==> config.mk <==
export PLATFORM = sky130hd
export DESIGN_NAME = acc_seq_core
export DESIGN_NICKNAME = d
export VERILOG_FILES = /design/src/rtl/acc_seq_pkg.sv /design/src/rtl/acc_seq_decode.sv /design/src/rtl/acc_seq_alu.sv /design/src/rtl/acc_seq_fsm.sv /design/src/rtl/acc_seq_core.sv
export SDC_FILE = /design/constraint.sdc
export NUM_CORES = 1
export LEC_CHECK = 0
export ABC_AREA = 1
export CAP_MARGIN = 30
export CORE_ASPECT_RATIO = 1.25
export CORE_MARGIN = 2
export CORE_UTILIZATION = 45
export DETAILED_ROUTE_END_ITERATION = 7
export HOLD_SLACK_MARGIN = 0.15
export PLACE_DENSITY = 0.78
export SLEW_MARGIN = 25
export SYNTH_ARGS = -nofsm -noshare
export SYNTH_HDL_FRONTEND = slang
export SYNTH_HIERARCHICAL = 1
export SYNTH_SLANG_ARGS = --single-unit
==> constraint.sdc <==
create_clock -name clk -period 6.11 [get_ports clk]
set_input_delay 0.611 -clock clk [delete_from_list [all_inputs] [get_ports clk]]
set_output_delay 0.611 -clock clk [all_outputs]
set_load 0.01 [all_outputs]
==> src/rtl/acc_seq_pkg.sv <==
package acc_seq_pkg;

  localparam int DW = 8;
  localparam int AW = 2 * DW;

  localparam logic [DW-1:0] OPC_CLRA     = 8'h4F;
  localparam logic [DW-1:0] OPC_INCB     = 8'h5C;
  localparam logic [DW-1:0] OPC_LDA_IMM  = 8'h86;
  localparam logic [DW-1:0] OPC_LDA_EXT  = 8'hB6;
  localparam logic [DW-1:0] OPC_ADDA_IMM = 8'h8B;
  localparam logic [DW-1:0] OPC_ADDA_DIR = 8'h9B;
  localparam logic [DW-1:0] OPC_ADDA_EXT = 8'hBB;
  localparam logic [DW-1:0] OPC_SUBA_IMM = 8'h80;
  localparam logic [DW-1:0] OPC_STA_EXT  = 8'hB7;
  localparam logic [DW-1:0] OPC_BRA      = 8'h20;

  typedef enum logic [2:0] {
    S_BOOT, S_FETCH, S_DECODE, S_OPD1, S_OPD2, S_EXEC
  } seq_state_t;

  typedef enum logic [2:0] {
    M_INH, M_IMM, M_DIR, M_EXT, M_REL
  } amode_t;

  typedef enum logic [2:0] {
    A_NONE, A_CLRA, A_INCB, A_LDA, A_ADDA, A_SUBA, A_STA, A_BRA
  } aluop_t;

  typedef struct packed {
    amode_t mode;
    aluop_t op;
    logic   undef;
  } dec_t;

endpackage

==> src/rtl/acc_seq_decode.sv <==
module acc_seq_decode
  import acc_seq_pkg::*;
(
  input  logic [DW-1:0] opcode,
  output dec_t          dec
);

  always_comb begin
    dec.mode  = M_INH;
    dec.op    = A_NONE;
    dec.undef = 1'b0;
    case (opcode)
      OPC_CLRA:     dec.op = A_CLRA;
      OPC_INCB:     dec.op = A_INCB;
      OPC_LDA_IMM:  begin dec.op = A_LDA;  dec.mode = M_IMM; end
      OPC_LDA_EXT:  begin dec.op = A_LDA;  dec.mode = M_EXT; end
      OPC_ADDA_IMM: begin dec.op = A_ADDA; dec.mode = M_IMM; end
      OPC_ADDA_DIR: begin dec.op = A_ADDA; dec.mode = M_DIR; end
      OPC_ADDA_EXT: begin dec.op = A_ADDA; dec.mode = M_EXT; end
      OPC_SUBA_IMM: begin dec.op = A_SUBA; dec.mode = M_IMM; end
      OPC_STA_EXT:  begin dec.op = A_STA;  dec.mode = M_EXT; end
      OPC_BRA:      begin dec.op = A_BRA;  dec.mode = M_REL; end
      default:      dec.undef = 1'b1;
    endcase
  end

endmodule

==> src/rtl/acc_seq_alu.sv <==
module acc_seq_alu
  import acc_seq_pkg::*;
(
  input  aluop_t        op,
  input  logic [DW-1:0] a_in,
  input  logic [DW-1:0] b_in,
  input  logic [DW-1:0] operand,
  output logic [DW-1:0] result,
  output logic          carry,
  output logic          zero
);

  logic [DW:0] wide;

  always_comb begin
    case (op)
      A_CLRA:  wide = '0;
      A_INCB:  wide = {1'b0, b_in} + {{DW{1'b0}}, 1'b1};
      A_LDA:   wide = {1'b0, operand};
      A_ADDA:  wide = {1'b0, a_in} + {1'b0, operand};
      A_SUBA:  wide = {1'b0, a_in} - {1'b0, operand};
      default: wide = {1'b0, a_in};
    endcase
  end

  assign result = wide[DW-1:0];
  assign carry  = wide[DW];
  assign zero   = (wide[DW-1:0] == '0);

endmodule

==> src/rtl/acc_seq_fsm.sv <==
module acc_seq_fsm
  import acc_seq_pkg::*;
(
  input  logic       clk,
  input  logic       rst_n,
  input  dec_t       dec,
  output seq_state_t state_q
);

  seq_state_t state_d;

  always_comb begin
    state_d = state_q;
    case (state_q)
      S_BOOT:   state_d = S_FETCH;
      S_FETCH:  state_d = S_DECODE;
      S_DECODE: state_d = (dec.mode == M_INH) ? S_FETCH : S_OPD1;
      S_OPD1: begin
        case (dec.mode)
          M_DIR:   state_d = S_EXEC;
          M_EXT:   state_d = S_OPD2;
          default: state_d = S_FETCH;
        endcase
      end
      S_OPD2:   state_d = (dec.op == A_STA) ? S_FETCH : S_EXEC;
      S_EXEC:   state_d = S_FETCH;
      default:  state_d = S_BOOT;
    endcase
  end

  always_ff @(posedge clk or negedge rst_n) begin
    if (!rst_n) state_q <= S_BOOT;
    else        state_q <= state_d;
  end

endmodule

==> src/rtl/acc_seq_core.sv <==
module acc_seq_core
  import acc_seq_pkg::*;
(
  input  logic          clk,
  input  logic          rst_n,
  input  logic [AW-1:0] boot_addr,
  output logic [AW-1:0] mem_addr,
  output logic          mem_rd,
  output logic          mem_wr,
  output logic [DW-1:0] mem_wdata,
  input  logic [DW-1:0] mem_rdata,
  output logic [DW-1:0] acc_a,
  output logic [DW-1:0] acc_b,
  output logic          zero_flag,
  output logic          carry_flag,
  output logic          bad_opcode
);

  localparam int PAGE_W = AW - DW;

  // reset: asynchronous assertion, synchronous release
  logic [1:0] rst_sync_q;
  logic       rst_int_n;

  always_ff @(posedge clk or negedge rst_n) begin
    if (!rst_n) rst_sync_q <= 2'b00;
    else        rst_sync_q <= {rst_sync_q[0], 1'b1};
  end
  assign rst_int_n = rst_sync_q[1];

  seq_state_t    state_q;
  dec_t          dec;
  logic [DW-1:0] op_byte;
  logic [AW-1:0] pc_q, pc_d;
  logic [DW-1:0] ir_q, a_q, b_q, hi_q;
  logic          z_q, c_q, bad_q;
  logic          pc_en, ir_en, hi_en, a_en, b_en, flag_en, exec_en, bad_d;
  logic [DW-1:0] alu_res;
  logic          alu_c, alu_z;

  assign op_byte = (state_q == S_DECODE) ? mem_rdata : ir_q;

  acc_seq_decode u_dec (
    .opcode (op_byte),
    .dec    (dec)
  );

  acc_seq_fsm u_fsm (
    .clk     (clk),
    .rst_n   (rst_int_n),
    .dec     (dec),
    .state_q (state_q)
  );

  acc_seq_alu u_alu (
    .op      (dec.op),
    .a_in    (a_q),
    .b_in    (b_q),
    .operand (mem_rdata),
    .result  (alu_res),
    .carry   (alu_c),
    .zero    (alu_z)
  );

  // bus and sequencing actions per state
  always_comb begin
    mem_addr = pc_q;
    mem_rd   = 1'b0;
    mem_wr   = 1'b0;
    pc_d     = pc_q;
    pc_en    = 1'b0;
    ir_en    = 1'b0;
    hi_en    = 1'b0;
    exec_en  = 1'b0;
    bad_d    = 1'b0;
    case (state_q)
      S_BOOT: begin
        pc_d  = boot_addr;
        pc_en = 1'b1;
      end
      S_FETCH: begin
        mem_rd = 1'b1;
        pc_d   = pc_q + {{(AW-1){1'b0}}, 1'b1};
        pc_en  = 1'b1;
      end
      S_DECODE: begin
        ir_en = 1'b1;
        if (dec.mode == M_INH) begin
          exec_en = 1'b1;
          bad_d   = dec.undef;
        end else begin
          mem_rd = 1'b1;
          pc_d   = pc_q + {{(AW-1){1'b0}}, 1'b1};
          pc_en  = 1'b1;
        end
      end
      S_OPD1: begin
        case (dec.mode)
          M_IMM: exec_en = 1'b1;
          M_REL: begin
            pc_d  = pc_q + {{PAGE_W{mem_rdata[DW-1]}}, mem_rdata};
            pc_en = 1'b1;
          end
          M_DIR: begin
            mem_addr = {{PAGE_W{1'b0}}, mem_rdata};
            mem_rd   = 1'b1;
          end
          M_EXT: begin
            hi_en  = 1'b1;
            mem_rd = 1'b1;
            pc_d   = pc_q + {{(AW-1){1'b0}}, 1'b1};
            pc_en  = 1'b1;
          end
          default: ;
        endcase
      end
      S_OPD2: begin
        mem_addr = {hi_q, mem_rdata};
        if (dec.op == A_STA) mem_wr = 1'b1;
        else                 mem_rd = 1'b1;
      end
      S_EXEC: exec_en = 1'b1;
      default: ;
    endcase
  end

  assign a_en    = exec_en && (dec.op == A_CLRA || dec.op == A_LDA ||
                               dec.op == A_ADDA || dec.op == A_SUBA);
  assign b_en    = exec_en && (dec.op == A_INCB);
  assign flag_en = a_en || b_en;

  always_ff @(posedge clk or negedge rst_int_n) begin
    if (!rst_int_n) begin
      pc_q  <= '0;
      ir_q  <= '0;
      hi_q  <= '0;
      a_q   <= '0;
      b_q   <= '0;
      z_q   <= 1'b0;
      c_q   <= 1'b0;
      bad_q <= 1'b0;
    end else begin
      if (pc_en)   pc_q <= pc_d;
      if (ir_en)   ir_q <= mem_rdata;
      if (hi_en)   hi_q <= mem_rdata;
      if (a_en)    a_q  <= alu_res;
      if (b_en)    b_q  <= alu_res;
      if (flag_en) begin
        z_q <= alu_z;
        c_q <= alu_c;
      end
      bad_q <= bad_d;
    end
  end

  assign mem_wdata  = a_q;
  assign acc_a      = a_q;
  assign acc_b      = b_q;
  assign zero_flag  = z_q;
  assign carry_flag = c_q;
  assign bad_opcode = bad_q;

endmodule

After elaboration in Yosys (flattened, before gate mapping)
Cells that the tools add are included.
{"block": "totals", "reg_bits": 56, "elab_cells": 92, "input_bits": 26, "output_inout_bits": 45}
{"block": "op_classes", "n_reduce_logical": 20, "add_sub_neg": 5, "n_eq_ne": 27, "muxes": 30}
{"op": "$pmux W16 S2", "count": 2}
{"op": "$pmux W16 S4", "count": 1}
{"op": "$eq A8 B8 Y1 const B", "count": 7}
{"op": "$pmux W9 S5", "count": 1}
{"op": "$mux W16", "count": 2}
{"op": "$pmux W3 S7", "count": 1}
{"op": "$eq A3 B2 Y1 const B", "count": 6}
{"op": "$eq A3 B3 Y1 const B", "count": 6}
{"op": "$add A16 B1 Y16 const B", "count": 1}
{"op": "$add A16 B16 Y16", "count": 1}
{"op": "$eq A8 B7 Y1 const B", "count": 2}
{"op": "$pmux W3 S5", "count": 1}
{"op": "$mux W1", "count": 14}
{"op": "$pmux W3 S4", "count": 1}
{"op": "$reduce_or A10 Y1", "count": 1}
{"op": "$reduce_or A2 Y1", "count": 5}
{"op": "$add A8 B1 Y9 const B", "count": 1}
{"op": "$add A8 B8 Y9", "count": 1}
{"op": "$eq A3 B1 Y1 const B", "count": 3}
{"op": "$reduce_or A3 Y1", "count": 3}
{"op": "$sub A8 B8 Y9", "count": 1}
{"op": "$eq A8 B6 Y1 const B", "count": 1}
{"op": "$logic_not A8 Y1", "count": 1}
{"op": "$mux W8", "count": 1}
{"op": "other kinds (12)", "count": 18}

Logic depth before layout (Yosys ltp)
Gate-level depths: netlist (run 1).
{"block": "logic_depth", "word_depth": 11, "mapped_depth": 34, "ltp_nobuf": 32}

Hierarchy
The synthesis (run 1) kept the hierarchy.
{"module": "acc_seq_core", "area_per_inst_um2": 4124.0, "n_inst": 1, "cells_per_inst": 605, "seq_area_each_um2": 1326.3}
{"module": "acc_seq_alu", "area_per_inst_um2": 1076.0, "n_inst": 1, "cells_per_inst": 220, "seq_area_each_um2": 0.0}
{"module": "acc_seq_decode", "area_per_inst_um2": 329.1, "n_inst": 1, "cells_per_inst": 59, "seq_area_each_um2": 0.0}
{"module": "acc_seq_fsm", "area_per_inst_um2": 185.2, "n_inst": 1, "cells_per_inst": 29, "seq_area_each_um2": 75.1}

Worst setup path after synthesis (run 1)
OpenSTA, ideal clock, no wires.
{"block": "synth_timing", "path_kind": "register to register", "startpoint": "register u_fsm.state_q[2]", "endpoint": "register z_q (netlist: zero_flag)", "path_slack_ps": 2005, "synth_period_minus_slack_ps": 4105, "path_stages_with_launch": 29, "setup_ps": 77, "path_buffers": 2, "arrival_time_ps": 4028, "t_required_ps": 6033, "path_cell_list": "dfrtp_1 inv_2 nand3_1 buf_2 clkbuf_1 o21ai_0 inv_1 nand2_2 nor2_4 o21ai_2 nand3_1 inv_2 nand2_2 nor2_1 inv_1 nand2_1 o21ai_0 fa_1 inv_1 nand2_1 nand3_1 nand3_1 nor2_1 nand2_1 nor2_1 nand2_1 nor3_2 inv_1 o21ai_1"}
{"item": "start, declared", "line": "acc_seq_fsm.sv:7", "source": "output seq_state_t state_q"}
{"item": "start signal, assigned", "line": "acc_seq_fsm.sv:33", "source": "else state_q <= state_d;"}
{"item": "end signal, assigned", "line": "acc_seq_core.sv:149", "source": "z_q <= alu_z;"}
{"item": "end, declared", "line": "acc_seq_core.sv:36", "source": "logic z_q, c_q, bad_q;"}

==> results.tsv, run 1 <==
metric	value	unit
synth_enable_flop_cells	0	
ys_ff_latch	56	
netlist_area	5710	um^2
cts_buffer_depth	2	
dieArea	13600	um^2
syn-num-nets	967	
leakagePower	3.41	nW
worst_path_largest_cell_delay	830	ps
drv_slew	0	
period_share	0.891	
track_usage	0.236	
start_util	0.455	
gpl.final_weighted_congestion	0.943	
area_delta_synth_final	16.3	%
worstPathMaxFanout	23	
p_switching	1.68	mW
fin_skew	7.48	ps
final_cell_mix	nand2_1, inv_1, nor2_1, clkdlybuf4s50_1, nand3_1	
grt_pass1_wl	26200	um
synth.distinct_cells	44	
syn_inst	913	
drv_cap	0	
drc	0	
critPathRequiredTime	5500	ps
cts_buffers	5	
crit_chain	nand3_1, o21ai_0, nand2_1, inv_1, nand2_2, nor2_4, a21oi_1, nand3_1, nand2_1, o31ai_4, nor2_1, a21oi_1, clkdlybuf4s50_1	
critPathKind	reg -> out	
power_density	475	nW/um^2
start_kind	flip-flop	
antennaDiodeCount	0	
first_pass_iters	5	
synth-async-reset-ratio	1.00	
worst_pin_slew	905	ps
switching_share	0.532	
hold_path.class	reg -> async	
numPortBuffers	70	
slew_headroom	0.397	
worst_ir_drop_vdd	207	uV
antenna_found_initial	0	
setup_viol	0	
die_w	105	um
root_buffer	clkbuf_16	
cts_htree_levels	2	
num_vias	5839	
ys_warn_count	6	
cts_tree	yes	
pwr-share-clk	0.094	
layout_commonest_cell	nand2_1	
routed_wl	15800	um
rsz0062_at_grt	false	
seqPwrFrac	0.219	
syn_avg_cell_area	6.26	um^2
cp-end-kind	output port	
power.total	3.16	mW
status	completed	
fill_cells	1273	
cp.arrival	4830	ps
p_int	1.48	mW
io_pins	71	
ant_nets	0	
drtIter0Drc	319	
ys_seq_area_frac	0.245	
timing.fmax	184	MHz
post-cts-setup-buffers	0	
p_comb_frac	0.687	
cts_num_sinks	56	
grt_max_degree	31	
cp_slowest_cell	o21ai_0	
fp.dieH	130	um
hold_violations	0	
finalCriticalPeriod	5440	ps
routedWlPerCell	13.8	um
cts_hold_buf	0	
gr-total-overflow	0	
synth_flop_cell	dfrtp_1	
final.setup.tns	0	ps
clk_pin_slew	70	ps
design.core.area	12500	um^2
first_global_vias	5426	
final_nets	1029	
clock_latency	290	ps
cts_resized	0	
dp_hpwl	12700	um
rows	46	
drive_gt1_frac	0.0994	
via_per_inst	5.10	
-- cells by family after synthesis --
group	count (synthesis)	share of synthesized area
AND/OR/NAND/NOR	532	0.417
buffers and inverters	174	0.130
AO/OA/AOI/OAI	108	0.122
flip-flops	56	0.245
adder cells (fa/ha/maj)	28	0.0639
XOR/XNOR	14	0.0215
other	1	0.000656
-- per-layer routing --
metal / global-route usage / vias up / wire, um
li1: - / 2970 / -
met1: 0.288 / 2638 / 6660
met2: 0.435 / 194 / 7900
met3: 0.0250 / 37 / 755
met4: 0.0824 / 0 / 524
met5: 0 / - / 0
-- sequential cells by signal, summed over array words and instances, names as in the netlist --
register       count
bad_opcode         1
carry_flag         1
rst_sync_q         2
hi_q               8
zero_flag          1
u_fsm/state_q      3
ir_q               8
acc_b              8
pc_q              16
acc_a              8
-- metrics by stage --
stage	utilization	area [um^2]	worst slack [ps]	hold WS (ps)	std cells
floorplan	-	5710	2000	315	913
global placement	0.518	6500	956	272	1136
detailed placement	0.518	6500	934	275	1136
CTS	0.530	6650	734	280	1144
global route	0.530	6650	199	305	1144
finish	0.530	6650	666	256	1144
-- path summary, 6_finish.rpt --
kind | start | end | slack, ps | cells past startpoint
worst max-delay path | u_fsm/state_q[1]$_DFF_PN0_ | mem_addr[1] | 670 | 13
worst min-delay path | rst_sync_q[1]$_DFF_PN0_ | u_fsm/state_q[2]$_DFF_PN0_ | 260 | 0
worst max register to register | u_fsm/state_q[1]$_DFF_PN0_ | carry_flag$_DFFE_PN0P_ | 1100 | 28
worst min register to register | rst_sync_q[1]$_DFF_PN0_ | u_fsm/state_q[2]$_DFF_PN0_ | 260 | 0
max in group asynchronous | rst_sync_q[1]$_DFF_PN0_ | pc_q[2]$_DFFE_PN0P_ | 5050 | 1
min in group clk | rst_sync_q[0]$_DFF_PN0_ | rst_sync_q[1]$_DFF_PN0_ | 350 | 0
-- critical path, delay by kind of cell (launching register included) --
family / cells / cell delay (ps)
compound gates: 4 / 1930
buf+inv: 2 / 690
flops: 1 / 600
simple gates: 7 / 1300
-- synth_stat cells, types with 3 or more instances --
| library cell | number | area share |
|---|---|---|
| nor3_2 | 3 | 0.0053 |
| nand3_1 | 67 | 0.059 |
| nor2_2 | 6 | 0.0066 |
| nand2_1 | 282 | 0.19 |
| ha_1 | 26 | 0.057 |
| nand4_1 | 9 | 0.0099 |
| buf_6 | 7 | 0.014 |
| o21ai_1 | 5 | 0.0044 |
| a21oi_2 | 4 | 0.0061 |
| a21oi_1 | 30 | 0.026 |
| inv_2 | 10 | 0.0066 |
| inv_1 | 143 | 0.094 |
| nand2_2 | 14 | 0.015 |
| buf_2 | 3 | 0.0026 |
| o21ai_2 | 18 | 0.028 |
| nor3_1 | 8 | 0.0070 |
| o21ai_0 | 40 | 0.035 |
| xor2_1 | 11 | 0.017 |
| nand3b_1 | 5 | 0.0066 |
| nand3_2 | 6 | 0.011 |
| xnor2_1 | 3 | 0.0046 |
| dfrtp_1 | 56 | 0.25 |
| buf_4 | 9 | 0.012 |
| and2_1 | 4 | 0.0044 |
| nor2_1 | 106 | 0.070 |
| or2_2 | 6 | 0.0066 |
| nor2_4 | 9 | 0.018 |
-- final cells by class --
cell class	count	area (um^2)	share of cell area
Multi-Input combinational cell	683	3570	0.537
Tap cell	168	210	0.0316
Sequential cell	56	1400	0.211
Timing Repair Buffer	76	746	0.112
Clock buffer	6	129	0.0194
Clock inverter	2	16.3	0.00245
Inverter	153	574	0.0864
-- power by group through the flow --
stage | clock (mW) | sequential (mW) | combinational [mW]
final | 0.296 | 0.692 | 2.17
after global routing | 0.315 | 0.712 | 2.45
after CTS | 0.299 | 0.689 | 2.16
after detailed placement | 0 | 0.695 | 2.15
after global placement | 0 | 0.694 | 2.12
after floorplan | 0 | 0.653 | 1.59
(Power assumes the default switching activity.)
==> run 2: changes to the inputs <==
clock period = 6.3 ns   (was 6.11 ns; I/O delays follow)
==> results.tsv, run 2 (synthesized netlist as in run 1, its figures left out) <==
metric	value	unit	change
first_pass_iters	7		+2
gpl.final_weighted_congestion	0.950		+0.77%
cp-startpoint	u_fsm/state_q[1]$_DFF_PN0_		
grt_max_degree	55		+77%
layout_commonest_cell	nand2_1		
r2r_cells	27		-3.6%
p_comb_frac	0.679		-0.008
hold_path.class	reg -> reg		
switching_share	0.528		-0.00400
cp_slowest_cell	o21ai_0		
worstPathMaxFanout	21		-8.7%
endpoint	mem_addr[5]		
power_density	468	nW/um^2	-1.5%
post-cts-setup-buffers	0		unchanged
dpl.cell_count	1134		-0.18%
cts_hold_buf	0		unchanged
drc	0		unchanged
r2r_slack	1010	ps	-90 ps
multi_input_area	3570	um^2	unchanged
antenna_found_initial	0		unchanged
stdcell_count	1142		-0.17%
routedWlPerCell	14.0	um	+1.2%
cp.arrival	5160	ps	+330 ps
gr-total-overflow	0		unchanged
power.total	3.11	mW	-1.3%
setup_viol	0		unchanged
clock_latency	300	ps	about the same
cp_top_family	compound AO/OA/AOI/OAI gates		
dr_wl_met3	748	um	-0.93%
track_usage	0.239		+0.00213
fin_skew	7.18	ps	-0.297 ps
drtIter0Drc	346		+8.5%
numPortBuffers	70		unchanged
top_layer	met4		
rows	46		unchanged
timing.fmax	173	MHz	
final_cell_mix	nand2_1, inv_1, nor2_1, clkdlybuf4s50_1, nand3_1		
die_w	105	um	unchanged
cts_resized	0		unchanged
clk_pin_slew	70	ps	about the same
leakagePower	3.41	nW	+0.12%
worst-path-buf-inv	3		+1
cts_num_sinks	56		unchanged
critPathKind	reg -> out		
slew_headroom	0.461		+0.0640
finalCriticalPeriod	5790	ps	
critPathRequiredTime	5670	ps	+170 ps
r2r-start	u_fsm/state_q[1]$_DFF_PN0_		
final_nets	1027		-0.19%
area_delta_synth_final	16.5	%	
root_buffer	clkbuf_16		
crit_chain	nand3_1, o21ai_0, nand2_1, inv_1, nand2_2, nor2_4, a21oi_1, nand3_1, nand2_1, o31ai_4, buf_4, nor2_1, a21oi_2, clkdlybuf4s50_1		
dp_hpwl	12600	um	-0.32%
cts_buffers	5		unchanged
cp-end-kind	output port		
fill_cells	1295		+1.7%
period_share	0.918		
wl_met2	7880	um	-0.16%
via_per_inst	5.09		-0.36%
pwr-share-clk	0.107		+0.013
io_pins	71		unchanged
drv_cap	0		unchanged
first_global_vias	5418		-0.15%
grt_pass1_wl	26000	um	-0.74%
dieArea	13600	um^2	unchanged
worst_pin_slew	809	ps	-96.1 ps
largest_register_ffs	16		unchanged
status	completed		
seqPwrFrac	0.214		-0.005
met1_length	6660	um	about the same
r2r-end	zero_flag$_DFFE_PN0P_		
final.setup.tns	0	ps	unchanged
cts_htree_levels	2		unchanged
p_switching	1.64	mW	-2.1%
seq_area	1400	um^2	unchanged
ant_nets	0		unchanged
drive_gt1_frac	0.0986		-0.000823
crit_cells	14		+1
antennaDiodeCount	0		unchanged
hold_violations	0		unchanged
routed_wl	16000	um	+1.0%
rsz0062_at_grt	false		
fp.dieH	130	um	unchanged
largest_register	pc_q		
design.core.area	12500	um^2	unchanged
num_vias	5808		-0.53%
worst_ir_drop_vdd	206	uV	-0.78%
start_kind	flip-flop		
worst_path_largest_cell_delay	880	ps	+50 ps
utilization	0.531		+0.000897
drv_slew	0		unchanged
start_util	0.455		unchanged
cts_buffer_depth	2		unchanged
p_int	1.47	mW	-0.48%
cts_tree	yes		
## run 2: cell count changes in the layout (fill, tap and decap cells not counted), sizes merged
cell / previous run / this run
clkinv: 1 / 0
buf: 6 / 4
clkbuf: 6 / 5
inv: 153 / 154
bufinv: 0 / 1
## run 2: worst min-delay path by stage
stage                                       start                 endpoint  slack, ps  depth (start not counted)
after CTS                 rst_sync_q[0]$_DFF_PN0_  rst_sync_q[1]$_DFF_PN0_        360                          0
after detailed placement  rst_sync_q[0]$_DFF_PN0_  rst_sync_q[1]$_DFF_PN0_        340                          0
after global routing      rst_sync_q[0]$_DFF_PN0_  rst_sync_q[1]$_DFF_PN0_        360                          0
final                     rst_sync_q[0]$_DFF_PN0_  rst_sync_q[1]$_DFF_PN0_        350                          0
after floorplan                             rst_n  rst_sync_q[0]$_DFF_PN0_        330                          0
after global placement    rst_sync_q[0]$_DFF_PN0_  rst_sync_q[1]$_DFF_PN0_        340                          0
## run 2: cell type report
cell class / instances / share of cell area
Multi-Input combinational cell: 683 / 0.536
Sequential cell: 56 / 0.211
Inverter: 153 / 0.0862
Timing Repair Buffer: 74 / 0.110
Tap cell: 168 / 0.0316
Clock inverter: 3 / 0.00695
Clock buffer: 5 / 0.0188
## run 2: metrics by stage
stage	area [um^2]	worst slack (ps)	hold slack (ps)
after floorplan	5710	2190	331
after global placement	6490	998	336
after detailed placement	6490	942	339
after CTS	6660	612	357
after global routing	6660	131	363
final	6660	514	354
## run 2: power groups by stage
| stage | clock network, mW | logic, mW | registers, mW |
|---|---|---|---|
| after global placement | 0 | 2.06 | 0.667 |
| after floorplan | 0 | 1.55 | 0.633 |
| after detailed placement | 0 | 2.09 | 0.671 |
| after CTS | 0.337 | 2.11 | 0.664 |
| final | 0.333 | 2.11 | 0.666 |
| after global routing | 0.351 | 2.37 | 0.688 |
## run 2: metal layers
| metal | GRT usage | up-vias |
|---|---|---|
| li1 | - | 2963 |
| met1 | 0.281 | 2619 |
| met2 | 0.429 | 179 |
| met3 | 0.0355 | 47 |
| met4 | 0.113 | 0 |
| met5 | 0 | - |
==> run 3: changes to the inputs <==
MAX_ROUTING_LAYER = met4   (was unset)
REMOVE_ABC_BUFFERS = 1   (was unset)
==> results.tsv, run 3 (synthesized netlist as in run 1, its figures left out) <==
metric	value	unit	change
status	completed		
r2r-start	u_fsm/state_q[2]$_DFF_PN0_		
fill_cells	1254		-3.2%
power_density	471	nW/um^2	+0.65%
drive_gt1_frac	0.0986		unchanged
gpl.final_weighted_congestion	0.930		-2.2%
r2r_slack	1050	ps	+40 ps
crit_chain	inv_2, nand3_1, o21ai_0, nand2_1, inv_1, nand2_2, nor2_4, a21oi_1, nand3_1, nand2_1, o31ai_4, buf_4, nor2_1, a21oi_1, clkdlybuf4s50_1		
cts_tree	yes		
setup_viol	0		unchanged
cts_num_sinks	56		unchanged
drc	0		unchanged
final_nets	1027		unchanged
holdPathEnd	rst_sync_q[1]$_DFF_PN0_		
drv_slew	0		unchanged
final.setup.tns	0	ps	unchanged
top_usage_layer	met2		
track_usage	0.241		+0.00203
antenna_found_initial	0		unchanged
fp.dieH	130	um	unchanged
grt_max_degree	55		unchanged
fin_skew	11.3	ps	+4.12 ps
largest_register_ffs	16		unchanged
cts_buffer_depth	2		unchanged
start_kind	flip-flop		
cp.arrival	4720	ps	-440 ps
clock_latency	300	ps	about the same
hold_path.class	reg -> reg		
rows	46		unchanged
final_cell_area	6680	um^2	+0.34%
via_per_inst	5.08		-0.21%
period_share	0.849		-0.0698
holdPathStages	0		unchanged
io_pins	71		unchanged
die_w	105	um	unchanged
first_pass_iters	5		-2
post-cts-setup-buffers	0		unchanged
first_global_vias	5214		-3.8%
worst_pin_slew	773	ps	-36.1 ps
worst_ir_drop_vdd	222	uV	+7.8%
hold_violations	0		unchanged
cts_resized	0		unchanged
critPathRequiredTime	5670	ps	about the same
cts_htree_levels	2		unchanged
worst_path_largest_cell_delay	850	ps	-30 ps
leakagePower	3.43	nW	+0.39%
setup_ws	954	ps	+440 ps
rsz0062_at_grt	false		
numPortBuffers	70		unchanged
num_vias	5796		-0.21%
worstPathMaxFanout	24		+14%
timing.fmax	187	MHz	+8.2%
final_cell_mix	nand2_1, inv_1, nor2_1, clkdlybuf4s50_1, nand3_1		
ant_nets	0		unchanged
root_buffer	clkbuf_16		
design.core.area	12500	um^2	unchanged
min_from	rst_sync_q[0]$_DFF_PN0_		
cp_slowest_cell	o21ai_0		
cts_buffers	5		unchanged
multi_input_area	3570	um^2	unchanged
layout_commonest_cell	nand2_1		
finalCriticalPeriod	5350	ps	-440 ps
start_util	0.455		unchanged
area_delta_synth_final	16.9	%	
routed_wl	16000	um	+0.12%
critPathKind	reg -> out		
clk_pin_slew	80	ps	about the same
r2r_cells	26		-3.7%
grt_util_met2	0.419		-0.00955
cts_hold_buf	0		unchanged
seq_area	1400	um^2	unchanged
preCtsSetupSlack	1030	ps	+92.9 ps
dp_hpwl	12400	um	-1.6%
placed_cell_area	6490	um^2	unchanged
dieArea	13600	um^2	unchanged
slew_headroom	0.480		+0.0186
fin_hold_ws	361	ps	+7.39 ps
routedWlPerCell	14.0	um	+0.12%
power.total	3.14	mW	+0.99%
drtIter0Drc	422		+22%
met3_usage	0.0250		-0.0105
cp-end-kind	output port		
gr-total-overflow	0		unchanged
largest_register	pc_q		
drv_cap	0		unchanged
antennaDiodeCount	0		unchanged
met1_usage	0.291		+0.00962
grt_pass1_wl	25600	um	-1.5%
r2r-end	zero_flag$_DFFE_PN0P_		
run 3: final cells by class:
cell class | instances | share of cell area
Multi-Input combinational cell | 683 | 0.534
Sequential cell | 56 | 0.210
Timing Repair Buffer | 74 | 0.109
Inverter | 153 | 0.0860
Tap cell | 168 | 0.0315
Clock buffer | 5 | 0.0187
Clock inverter | 3 | 0.0103
run 3: worst max-delay path by stage:
stage,from,endpoint,slack (ps),depth (start not counted)
finish,u_fsm/state_q[2]$_DFF_PN0_,mem_addr[0],950,15
floorplan,u_fsm/state_q[1]$_DFF_PN0_,zero_flag$_DFFE_PN0P_,2130,25
global placement,mem_rdata[4],zero_flag$_DFFE_PN0P_,1250,27
CTS,u_fsm/state_q[2]$_DFF_PN0_,mem_addr[0],960,15
global route,u_fsm/state_q[1]$_DFF_PN0_,mem_addr[0],550,14
detailed placement,mem_rdata[4],zero_flag$_DFFE_PN0P_,1030,28
run 3: worst max-delay path, delay by kind of cell, from the launching register on:
kind,cells,cell delay [ps]
compound gates,4,1380
buf+inv,4,1180
flops,1,470
simple gates,7,1360
run 3: per-layer routing:
| metal | part of all wire | wire [um] |
|---|---|---|
| met2 | 0.49 | 7900 |
| met1 | 0.42 | 6730 |
| met5 | 0 | 0 |
| met4 | 0.028 | 450 |
| met3 | 0.059 | 937 |
run 3: per-stage QoR:
step                 util  cells
global route        0.533   1142
CTS                 0.533   1142
detailed placement  0.517   1134
floorplan               -    892
global placement    0.517   1134
finish              0.533   1142
run 3: power breakdown:
group          leakage, nW  internal, mW  switching, mW
sequential           0.724         0.486          0.182
clock               0.0944         0.230          0.142
combinational         2.61         0.792           1.31
